--- src/rtl/brg_pkg.sv ---
`timescale 1ns/1ps
package brg_pkg;

  typedef enum logic [2:0] {
    S_IDLE   = 3'd0,
    S_ASRT   = 3'd1,
    S_DSEL   = 3'd2,
    S_CKEN   = 3'd3,
    S_SETTLE = 3'd4,
    S_WCTL   = 3'd5,
    S_WCORE  = 3'd6,
    S_DONE   = 3'd7
  } state_t;

  typedef struct packed {
    logic ctl_rst;
    logic core_rst;
    logic div_rst;
    logic clk_en;
    logic csclk_en;
    logic done;
  } ctl_vec_t;

  function automatic logic is_wait(state_t s);
    return (s == S_SETTLE) || (s == S_WCTL) || (s == S_WCORE);
  endfunction

  function automatic logic is_rest(state_t s);
    return (s == S_IDLE) || (s == S_DONE);
  endfunction

endpackage

--- src/rtl/brg_tick_wait.sv ---
`timescale 1ns/1ps
module brg_tick_wait #(
  parameter int CW = 5
) (
  input  logic          clk,
  input  logic          rst_n,
  input  logic          en_i,
  input  logic [CW-1:0] lim_i,
  output logic          hit_o
);

  logic [CW-1:0] cnt_q;

  // final tick of the current window
  assign hit_o = en_i && (cnt_q == lim_i - CW'(1));

  always_ff @(posedge clk or negedge rst_n) begin
    if (!rst_n) begin
      cnt_q <= '0;
    end else if (hit_o) begin
      cnt_q <= '0;
    end else if (en_i) begin
      cnt_q <= cnt_q + CW'(1);
    end
  end

endmodule

--- src/rtl/brg_step_fsm.sv ---
`timescale 1ns/1ps
module brg_step_fsm
  import brg_pkg::*;
#(
  parameter int CW        = 5,
  parameter int SETTLE_LIM = 21,
  parameter int STAGE_LIM  = 11
) (
  input  logic          clk,
  input  logic          rst_n,
  input  logic          start_i,
  input  logic          hit_i,
  output state_t        st_o,
  output logic          wait_o,
  output logic [CW-1:0] lim_o
);

  state_t st_q, st_d;

  always_comb begin
    st_d = st_q;
    unique case (st_q)
      S_IDLE, S_DONE: if (start_i) st_d = S_ASRT;
      S_ASRT:         st_d = S_DSEL;
      S_DSEL:         st_d = S_CKEN;
      S_CKEN:         st_d = S_SETTLE;
      S_SETTLE:       if (hit_i) st_d = S_WCTL;
      S_WCTL:         if (hit_i) st_d = S_WCORE;
      S_WCORE:        if (hit_i) st_d = S_DONE;
      default:        st_d = S_IDLE;
    endcase
  end

  always_ff @(posedge clk or negedge rst_n) begin
    if (!rst_n) st_q <= S_IDLE;
    else        st_q <= st_d;
  end

  assign st_o   = st_q;
  assign wait_o = is_wait(st_q);
  assign lim_o  = (st_q == S_SETTLE) ? CW'(SETTLE_LIM) : CW'(STAGE_LIM);

endmodule

--- src/rtl/brg_out_decode.sv ---
`timescale 1ns/1ps
module brg_out_decode
  import brg_pkg::*;
#(
  parameter int DIV_W     = 3,
  parameter int DIV_RATIO = 3
) (
  input  state_t           st_i,
  output ctl_vec_t         vec_o,
  output logic [DIV_W-1:0] div_sel_o
);

  always_comb begin
    vec_o = '0;
    unique case (st_i)
      S_IDLE:   vec_o = '0;
      S_ASRT:   begin vec_o.ctl_rst = 1'b1; vec_o.core_rst = 1'b1; end
      S_DSEL:   begin vec_o.ctl_rst = 1'b1; vec_o.core_rst = 1'b1;
                      vec_o.div_rst = 1'b1; end
      S_CKEN:   begin vec_o.ctl_rst = 1'b1; vec_o.core_rst = 1'b1;
                      vec_o.div_rst = 1'b1; vec_o.clk_en = 1'b1; end
      S_SETTLE: begin vec_o.ctl_rst = 1'b1; vec_o.core_rst = 1'b1;
                      vec_o.clk_en = 1'b1; end
      S_WCTL:   begin vec_o.core_rst = 1'b1; vec_o.clk_en = 1'b1; end
      S_WCORE:  vec_o.clk_en = 1'b1;
      S_DONE:   begin vec_o.clk_en = 1'b1; vec_o.csclk_en = 1'b1;
                      vec_o.done = 1'b1; end
      default:  vec_o = '0;
    endcase
  end

  // ratio is driven from the divider-select step onward
  assign div_sel_o = (st_i == S_IDLE || st_i == S_ASRT) ? '0 : DIV_W'(DIV_RATIO);

endmodule

--- src/rtl/periph_bringup_seq.sv ---
`timescale 1ns/1ps
module periph_bringup_seq
  import brg_pkg::*;
#(
  parameter int DIV_W        = 3,
  parameter int DIV_RATIO    = 3,
  parameter int SETTLE_TICKS = 20,
  parameter int STAGE_TICKS  = 10,
  parameter int MARGIN       = 1
) (
  input  logic             clk,
  input  logic             rst_n,
  input  logic             start_i,
  input  logic             tick_i,
  output logic             ctl_rst_o,
  output logic             core_rst_o,
  output logic             div_rst_o,
  output logic [DIV_W-1:0] div_sel_o,
  output logic             clk_en_o,
  output logic             csclk_en_o,
  output logic             done_o
);

  localparam int SETTLE_LIM = SETTLE_TICKS + MARGIN;
  localparam int STAGE_LIM  = STAGE_TICKS + MARGIN;
  localparam int MAX_LIM    = (SETTLE_LIM > STAGE_LIM) ? SETTLE_LIM : STAGE_LIM;
  localparam int CW         = $clog2(MAX_LIM + 1);

  state_t        st;
  logic          in_wait;
  logic          hit;
  logic [CW-1:0] lim;
  ctl_vec_t      vec;

  brg_step_fsm #(
    .CW(CW), .SETTLE_LIM(SETTLE_LIM), .STAGE_LIM(STAGE_LIM)
  ) u_fsm (
    .clk(clk), .rst_n(rst_n), .start_i(start_i), .hit_i(hit),
    .st_o(st), .wait_o(in_wait), .lim_o(lim)
  );

  brg_tick_wait #(.CW(CW)) u_wait (
    .clk(clk), .rst_n(rst_n), .en_i(in_wait && tick_i),
    .lim_i(lim), .hit_o(hit)
  );

  brg_out_decode #(.DIV_W(DIV_W), .DIV_RATIO(DIV_RATIO)) u_dec (
    .st_i(st), .vec_o(vec), .div_sel_o(div_sel_o)
  );

  assign ctl_rst_o  = vec.ctl_rst;
  assign core_rst_o = vec.core_rst;
  assign div_rst_o  = vec.div_rst;
  assign clk_en_o   = vec.clk_en;
  assign csclk_en_o = vec.csclk_en;
  assign done_o     = vec.done;

endmodule

--- config.mk ---
export PLATFORM = sky130hd
export DESIGN_NAME = periph_bringup_seq
export DESIGN_NICKNAME = d
export VERILOG_FILES = /design/src/rtl/brg_pkg.sv /design/src/rtl/brg_tick_wait.sv /design/src/rtl/brg_step_fsm.sv /design/src/rtl/brg_out_decode.sv /design/src/rtl/periph_bringup_seq.sv
export SDC_FILE = /design/constraint.sdc
export NUM_CORES = 1
export LEC_CHECK = 0
export BUFFER_PORTS_ARGS = -buffer_cell sky130_fd_sc_hd__buf_2
export CAP_MARGIN = 20
export CORE_AREA = 2 2 39 41
export DETAILED_ROUTE_END_ITERATION = 6
export DIE_AREA = 0 0 41 43
export GPL_ROUTABILITY_DRIVEN = 0
export GPL_TIMING_DRIVEN = 1
export HOLD_SLACK_MARGIN = 0.1
export PLACE_DENSITY_LB_ADDON = 0.05
export SLEW_MARGIN = 20
export SYNTH_ARGS = -nofsm -noshare
export SYNTH_HDL_FRONTEND = slang
export SYNTH_SLANG_ARGS = --single-unit
--- constraint.sdc ---
create_clock -name clk -period 3.4 [get_ports clk]
set_input_delay 0.17 -clock clk [delete_from_list [all_inputs] [get_ports clk]]
set_output_delay 0.17 -clock clk [all_outputs]
set_load 0.01 [all_outputs]
==> results.md, run 1 <==
- RR Startpoint: u_fsm.st_o[2]
- Max Fclk: between 0.6 and 0.7 GHz
- Ant. Diodes: 0
- Post-Synthesis Cells: 59
- Cell count of the worst reg-to-reg path: 4
- Fin nets: 76
- Bufs on Longest Clock Path: 2
- Share of cells above drive strength 1: 0.3478
- Most common cell after layout, fill and taps aside: buf_2
- Crit-path max FO: 11
- Initial antenna violation count: 0
- DR pass1 iterations: 4
- Critical path required time: 3.53 ns
- Clock latency on the worst-skew pair: between 0.2 and 0.25 ns
- Total track usage: 0.1376
- Most frequent cells in the layout: buf_2 (11), dfrtp_1 (8), nor2_1 (7)
- First-pass GRT wire length: 1573 um
- Num CTS Buffers: 3
- Die Ht: 43 um
- Seq/Total Area, Yosys: 0.3556
- Status: completed
- Hold depth: 2
- Number of synthesis warnings: 0
- Total negative slack: 0 ns
- H-Tree Level Count: 1
- Leakage: 0.3071 nW
- Final period utilization: 0.4716
- CP Capture Type: flip-flop
- Iteration-0 DRC Markers: 7
- CTS root buf: clkbuf_4
- Worst Path Class, Setup: flip-flop to flip-flop
- Core Area: 0.001384 mm2
- Hold crit path type: primary input to flip-flop
- Seq cells post-synth: 8
- Worst setup SP type: flip-flop
- # IOs: 13
- Final Hold Fails: 0
- Count of cell types in the netlist: 33
- Row cnt: 14
- Cell Area, Synth: between 500 and 600 um2
- DRC violation count after routing: 0
- Initial core utilization: 0.4069
- Worst VDD drop: 304.0 uV
- Slew Viols, Final: 0
- Syn-to-layout area delta: 12.89%
- Die width: 41 um
- Post-route ant nets: 0
- R2R setup slack: 1.80 ns
- CTS tree: yes
- Hpwl dp: 755.7 um
- RSZ-0062 raised after global routing: no
- Post-CTS sizing: 0
- EDFF count, synth: 0
- DR vias: 426
- Die Area: 0.001763 mm2
- Critical R2R Capture: u_fsm.st_o[1]
- Most common flop cell mapped by yosys: dfrtp_1
- Gr ovfl total: 0
- Hold Slack: around 0.15 ns
- Setup crit end: u_fsm.st_o[1]
- Max-Cap Viols: 0
- Clock slew at reported path FFs: about 0.050 ns
- # setup viols final: 0
- Async SR Flop Fraction: 1.000
- Avg Inst Size Synth: 9.543 um2
- Vias in the first global route: ~370
- Final wirelength: 955 um
- Skew final: 0.001131 ns
- Routed WL per cell: about 11 um
- Minimum clock period: 1.603 ns
- # port buffers: 11
- Crit path from: u_fsm.st_o[2]
- Clock sink count: 8
- Pwr Density: 647.3 mW/mm2
- Post-Syn Nets: 64
- Worst path arrival time: 1.73 ns
- Largest net degree at the start of global routing: 12
- DR vias/cell: 5.012
==> critical path: stages, from the launching register on <==
cell,delay (ns)
dfrtp_1,0.52
nor3b_2,0.24
mux2i_1,0.38
nor3_4,0.10
o31a_1,0.25
==> metrics by stage <==
stage | area (um2) | worst slack, ns | cells | power [mW] | utilization
2_1_floorplan | 563.0 | 1.998 | 59 | 0.3044 | -
3_3_place_gp | 603.1 | 1.856 | 81 | 0.3492 | 0.4358
3_5_place_dp | 603.1 | 1.802 | 81 | 0.3449 | 0.4358
4_1_cts | 635.6 | 1.792 | 85 | 0.4184 | 0.4593
5_1_grt | 635.6 | 1.727 | 85 | 0.4504 | 0.4593
6_report | 635.6 | 1.797 | 85 | 0.4115 | 0.4593
==> registers in the layout, summed over array words and instances, names as in the netlist <==
signal	flops
u_wait.cnt_q	5
u_fsm.st_o	3
==> how the worst min path moves through the flow <==
stage	to	from	slack (ns)
floorplan	u_fsm.st_o[0]	rst_n	-0.13
global placement	u_wait.cnt_q[1]	rst_n	0.02
detailed placement	u_wait.cnt_q[3]	rst_n	0.02
CTS	u_fsm.st_o[2]	start_i	0.14
global route	u_fsm.st_o[2]	start_i	0.13
finish	u_fsm.st_o[2]	start_i	0.15
==> routing by layer <==
metal,part of all wire,global-route usage
met5,0,0
met4,0.0094,0.1000
met3,0.021,0.03141
met2,0.43,0.1750
met1,0.54,0.1959
==> cell type report <==
class                           instances  area, um2
Clock buffer                            3      22.52
Fill cell                             144      748.2
Sequential cell                         8      200.2
Tap cell                               16      20.02
Timing Repair Buffer                   12      65.06
Multi-Input combinational cell         44      320.3
Inverter                                2      7.507
==> cells by family (layout without fill, tap and decap cells) <==
kind of cell,after synthesis,in the layout,share of synthesized area
AND/OR/NAND/NOR,28,28,0.3311
AO/OA/AOI/OAI,8,8,0.1111
flip-flops,8,8,0.3556
buffers and inverters,7,17,0.07555
XOR/XNOR,4,4,0.06223
multiplexers,2,2,0.03556
adder cells (fa/ha/maj),1,1,0.02222
other,1,1,0.006660
==> cell usage after synthesis, types with 2 or more instances <==
| cell type | instances | area share |
|---|---|---|
| or2_2 | 2 | 0.022 |
| xor2_1 | 3 | 0.047 |
| mux2i_1 | 2 | 0.036 |
| nand4_1 | 2 | 0.022 |
| dfrtp_1 | 8 | 0.36 |
| nand2_2 | 2 | 0.022 |
| and4bb_1 | 2 | 0.044 |
| inv_1 | 2 | 0.013 |
| a21oi_1 | 2 | 0.018 |
| and2_1 | 2 | 0.022 |
| nor2_1 | 7 | 0.047 |
| nand2_1 | 2 | 0.013 |
| buf_4 | 3 | 0.040 |
==> power by group <==
group,leakage [nW],internal [mW],switching [mW]
registers,0.0956,0.131,0.0506
logic,0.198,0.0856,0.0757
clock network,0.0138,0.0401,0.0281
total,0.307,0.257,0.154
==> what timing repair did <==
| item | CTS | global route |
|---|---|---|
| buffers inserted | 0 | 0 |
| hold endpoints to repair | 8 | 0 |
| hold buffers | 1 | 0 |
No activity file was read; power rests on OpenSTA's default activity.
==> inputs of run 2 (changes only) <==
- clock period: 3.4 -> 1.5 ns (I/O delays scaled with it)
==> results.md, run 2 (same netlist as run 1, synthesis figures left out) <==
- Bufs and invs on worst path: 0
- Worst path cell trace: nor3b_2 -> mux2i_2 -> nor3_4 -> o31a_1
- Iteration-0 DRC Markers: 11
- Fin nets: 83
- Bufs on Longest Clock Path: 2
- Row cnt: 14
- Final period utilization: 0.9434
- Hold Slack: ~0.18 ns
- Die Ht: 43 um
- Leakage: approximately 0.34 nW
- # setup viols final: 0
- Critical path required time: 1.65 ns
- Die width: 41 um
- Num CTS Buffers: 3
- Clock slew at reported path FFs: approximately 0.060 ns
- # IOs: 13
- Largest reg by FF count: u_wait.cnt_q
- Skew final: 0.002609 ns
- Worst setup SP type: flip-flop
- CP Capture Type: flip-flop
- DR pass1 iterations: 4
- Final Hold Fails: 0
- Minimum clock period: 1.415 ns
- Final core utilization: 0.5018
- Slowest-stage cell, CP: dfrtp_1
- Most frequent cells in the layout: buf_2 (11), dfrtp_1 (8), nor2_1 (7)
- Pwr Density: 1462 mW/mm2
- Hpwl dp: 786.1 um
- CTS root buf: clkbuf_4
- RSZ-0062 raised after global routing: no
- DR vias: between 400 and 500
- Vias in the first global route: 438
- Crit-path max FO: 3
- Slew Viols, Final: 0
- Hold crit path type: primary input to asynchronous set/reset pin
- Clock latency on the worst-skew pair: 0.27 ns
- Clock sink count: 8
- CTS tree: yes
- Post-route ant nets: 0
- Ant. Diodes: 0
- Largest net degree at the start of global routing: 11
- Worst path arrival time: 1.57 ns
- Max FFs per register: 5
- CP max stage delay: around 0.38 ns
- Routed WL per cell: about 12 um
- Total negative slack: 0 ns
- Share of cells above drive strength 1: 0.4079
- Die Area: 0.001763 mm2
- Initial core utilization: 0.4069
- Most common cell after layout, fill and taps aside: buf_2
- Worst Path Class, Setup: flip-flop to flip-flop
- Syn-to-layout area delta: 23.33%
- Initial antenna violation count: 0
- First-pass GRT wire length: 1911 um
- Max Fclk: 0.7067 GHz
- # port buffers: 11
- DR vias/cell: between 5 and 6
- DRC violation count after routing: 0
- Core Area: 0.001384 mm2
- H-Tree Level Count: 1
- Status: completed
- Final wirelength: 1132 um
- Delay-heaviest family, CP: flip-flops
- Total track usage: 0.1660
- Max-Cap Viols: 0
- Worst VDD drop: 626.7 uV
- Gr ovfl total: 0
==> run 2: changes by cell type in the layout (fill, tap and decap cells not counted), sizes merged <==
cell         before  now
dlygate4sd3       1    2
buf              11   17
==> run 2: final timing paths <==
kind	from	end	slack, ns	cells past startpoint
min in group clk	tick_i	u_wait.cnt_q[0]	0.33	5
setup / recovery	u_fsm.st_o[1]	u_fsm.st_o[1]	0.08	4
hold / removal	rst_n	u_fsm.st_o[1]	0.18	2
setup reg to reg	u_fsm.st_o[1]	u_fsm.st_o[1]	0.08	4
max in group asynchronous	rst_n	u_wait.cnt_q[1]	1.14	2
hold reg to reg	u_wait.cnt_q[4]	u_wait.cnt_q[4]	0.57	2
==> run 2: repair_timing <==
item | 4_1_cts | 5_1_grt
hold buffers | 2 | 0
endpoints found under the hold margin | 9 | 0
setup endpoints to repair | 0 | 2
resized for setup | 0 | 1
setup buffers | 0 | 0
==> run 2: final cells by class <==
cell class	count	area, um2
clock buffers	3	22.52
fillers	139	689.4
inverters	2	7.507
multi-input cells	44	324.1
flip-flops and latches	8	200.2
well taps	16	20.02
repair buffers	19	120.1
==> run 2: metrics by stage <==
step,cell area (um2),power (mW),cells,setup WS (ns)
6_report,694.4,1.015,92,0.08492
5_1_grt,694.4,1.102,92,0.006594
2_1_floorplan,563.0,0.6901,59,0.09823
3_5_place_dp,648.1,0.8245,87,0.1015
3_3_place_gp,648.1,0.8323,87,0.1302
4_1_cts,690.7,1.007,92,0.09241
==> run 2: metal layers <==
metal / vias to the layer above / track usage / routed length, um
li1: 231 / - / -
met1: 226 / 0.2310 / 534
met2: 7 / 0.2094 / 526
met3: 5 / 0.04712 / 33
met4: 0 / 0.1200 / 38
met5: - / 0 / 0
==> run 2: power breakdown <==
part	switching (mW)	total [mW]	internal, mW
combinational	0.228	0.467	0.239
clock	0.0843	0.177	0.0923
sequential	0.0735	0.371	0.298
total	0.386	1.01	0.629
==> inputs of run 3 (changes only) <==
- RECOVER_POWER: not set -> 50
==> results.md, run 3 (same netlist as run 1, synthesis figures left out) <==
- Status: completed
- First-pass GRT wire length: between 1500 and 2000 um
- CTS tree: yes
- Worst VDD drop: around 630 uV
- Post-route ant nets: 0
- Gr ovfl total: 0
- Pre-CTS setup slack: between 0.1 and 0.15 ns
- Iteration-0 DRC Markers: 9
- Skew final: 0.003283 ns
- Final total power: 1.015 mW
- Worst path arrival time: 1.57 ns
- Post-route cell area: 689.4 um2
- Clock sink count: 8
- H-Tree Level Count: 1
- CP Capture Type: flip-flop
- Pwr Density: 1472 mW/mm2
- Slowest-stage cell, CP: dfrtp_1
- Initial core utilization: 0.4069
- DR vias: 466
- Row cnt: 14
- Max-Cap Viols: 0
- R2R setup slack: 0.09 ns
- CP max stage delay: 0.38 ns
- Max Fclk: 0.7072 GHz
- Dpl cell area: 648.1 um2
- Core Area: around 0.0014 mm2
- Most common cell after layout, fill and taps aside: dfrtp_1
- Total track usage: 0.1660
- Most frequent cells in the layout: dfrtp_1 (8), nor2_1 (7), buf_2 (7)
- Final period utilization: 0.9427
- Hpwl dp: 786.1 um
- Routed WL per cell: 12.38 um
- Clock slew at reported path FFs: 0.06 ns
- Hold Slack: 0.2645 ns
- Crit path from: u_fsm.st_o[1]
- Slew Viols, Final: 0
- RSZ-0062 raised after global routing: no
- Ant. Diodes: 0
- Cell count of the worst reg-to-reg path: 4
- RR Startpoint: u_fsm.st_o[1]
- Hold crit path type: primary input to asynchronous set/reset pin
- Bufs on Longest Clock Path: 2
- # port buffers: 11
- Critical path required time: 1.65 ns
- Vias in the first global route: 438
- Worst setup margin: 0.08601 ns
- Die width: 41 um
- Die Ht: 43 um
- Total negative slack: 0 ns
- Max FFs per register: 5
- Initial antenna violation count: 0
- # IOs: 13
- Worst setup SP type: flip-flop
- Final Hold Fails: 0
- Worst Path Class, Setup: flip-flop to flip-flop
- Minimum clock period: 1.414 ns
- Syn-to-layout area delta: 22.44%
- CTS root buf: clkbuf_4
- Largest reg by FF count: u_wait.cnt_q
- Clock latency on the worst-skew pair: around 0.27 ns
- Num CTS Buffers: 3
- Critical R2R Capture: u_fsm.st_o[1]
- Largest net degree at the start of global routing: 11
- DRC violation count after routing: 0
- DR pass1 iterations: 4
- Leakage: approximately 0.32 nW
- Fin nets: between 80 and 90
- Die Area: 0.001763 mm2
- Share of cells above drive strength 1: 0.3553
- # setup viols final: 0
- DR vias/cell: 5.065
- Worst path cell trace: nor3b_2 -> mux2i_2 -> nor3_4 -> o31a_1
- Crit-path max FO: 3
- Final wirelength: 1139 um
-- run 3: worst max path at each step --
stage | slack, ns | endpoint
6_report | 0.09 | u_fsm.st_o[1]
4_1_cts | 0.09 | u_fsm.st_o[1]
5_1_grt | 0.007 | u_wait.cnt_q[2]
2_1_floorplan | 0.1 | u_fsm.st_o[1]
3_3_place_gp | 0.13 | u_fsm.st_o[0]
3_5_place_dp | 0.10 | u_fsm.st_o[1]
-- run 3: power breakdown --
| part | switching (mW) | leakage [nW] | internal, mW | total, mW |
|---|---|---|---|---|
| sequential | 0.0738 | 0.0956 | 0.298 | 0.372 |
| clock | 0.0842 | 0.0138 | 0.0923 | 0.176 |
| combinational | 0.229 | 0.211 | 0.238 | 0.467 |
-- run 3: per-stage QoR --
stage	util	instances
after floorplan	-	59
after global placement	0.4684	87
after detailed placement	0.4684	87
after CTS	0.4991	92
after global routing	0.4982	92
final	0.4982	92
-- run 3: critical path, delay by kind of cell, from the launching register on --
kind / cells / cell delay (ns)
compound gates: 1 / 0.23
flops: 1 / 0.38
mux: 1 / 0.36
simple gates: 2 / 0.33
-- run 3: repair_timing --
| item | in CTS | in global routing |
|---|---|---|
| hold buffers | 2 | 0 |
| endpoints found under the setup margin | 0 | 2 |
| buffers inserted | 0 | 0 |
| gates resized for setup | 0 | 1 |
| endpoints found under the hold margin | 9 | 0 |
-- run 3: metal layers --
layer	routed length (um)	track usage
met3	34	0.04712
met4	38	0.1200
met1	546	0.2310
met2	519	0.2094
met5	0	0
-- run 3: cell type report --
class	count	area [um2]
fill	139	694.4
multi-input combinational	44	324.1
sequential	8	200.2
timing repair buffer	19	115.1
clock buffer	3	22.52
tap	16	20.02
inverter	2	7.507
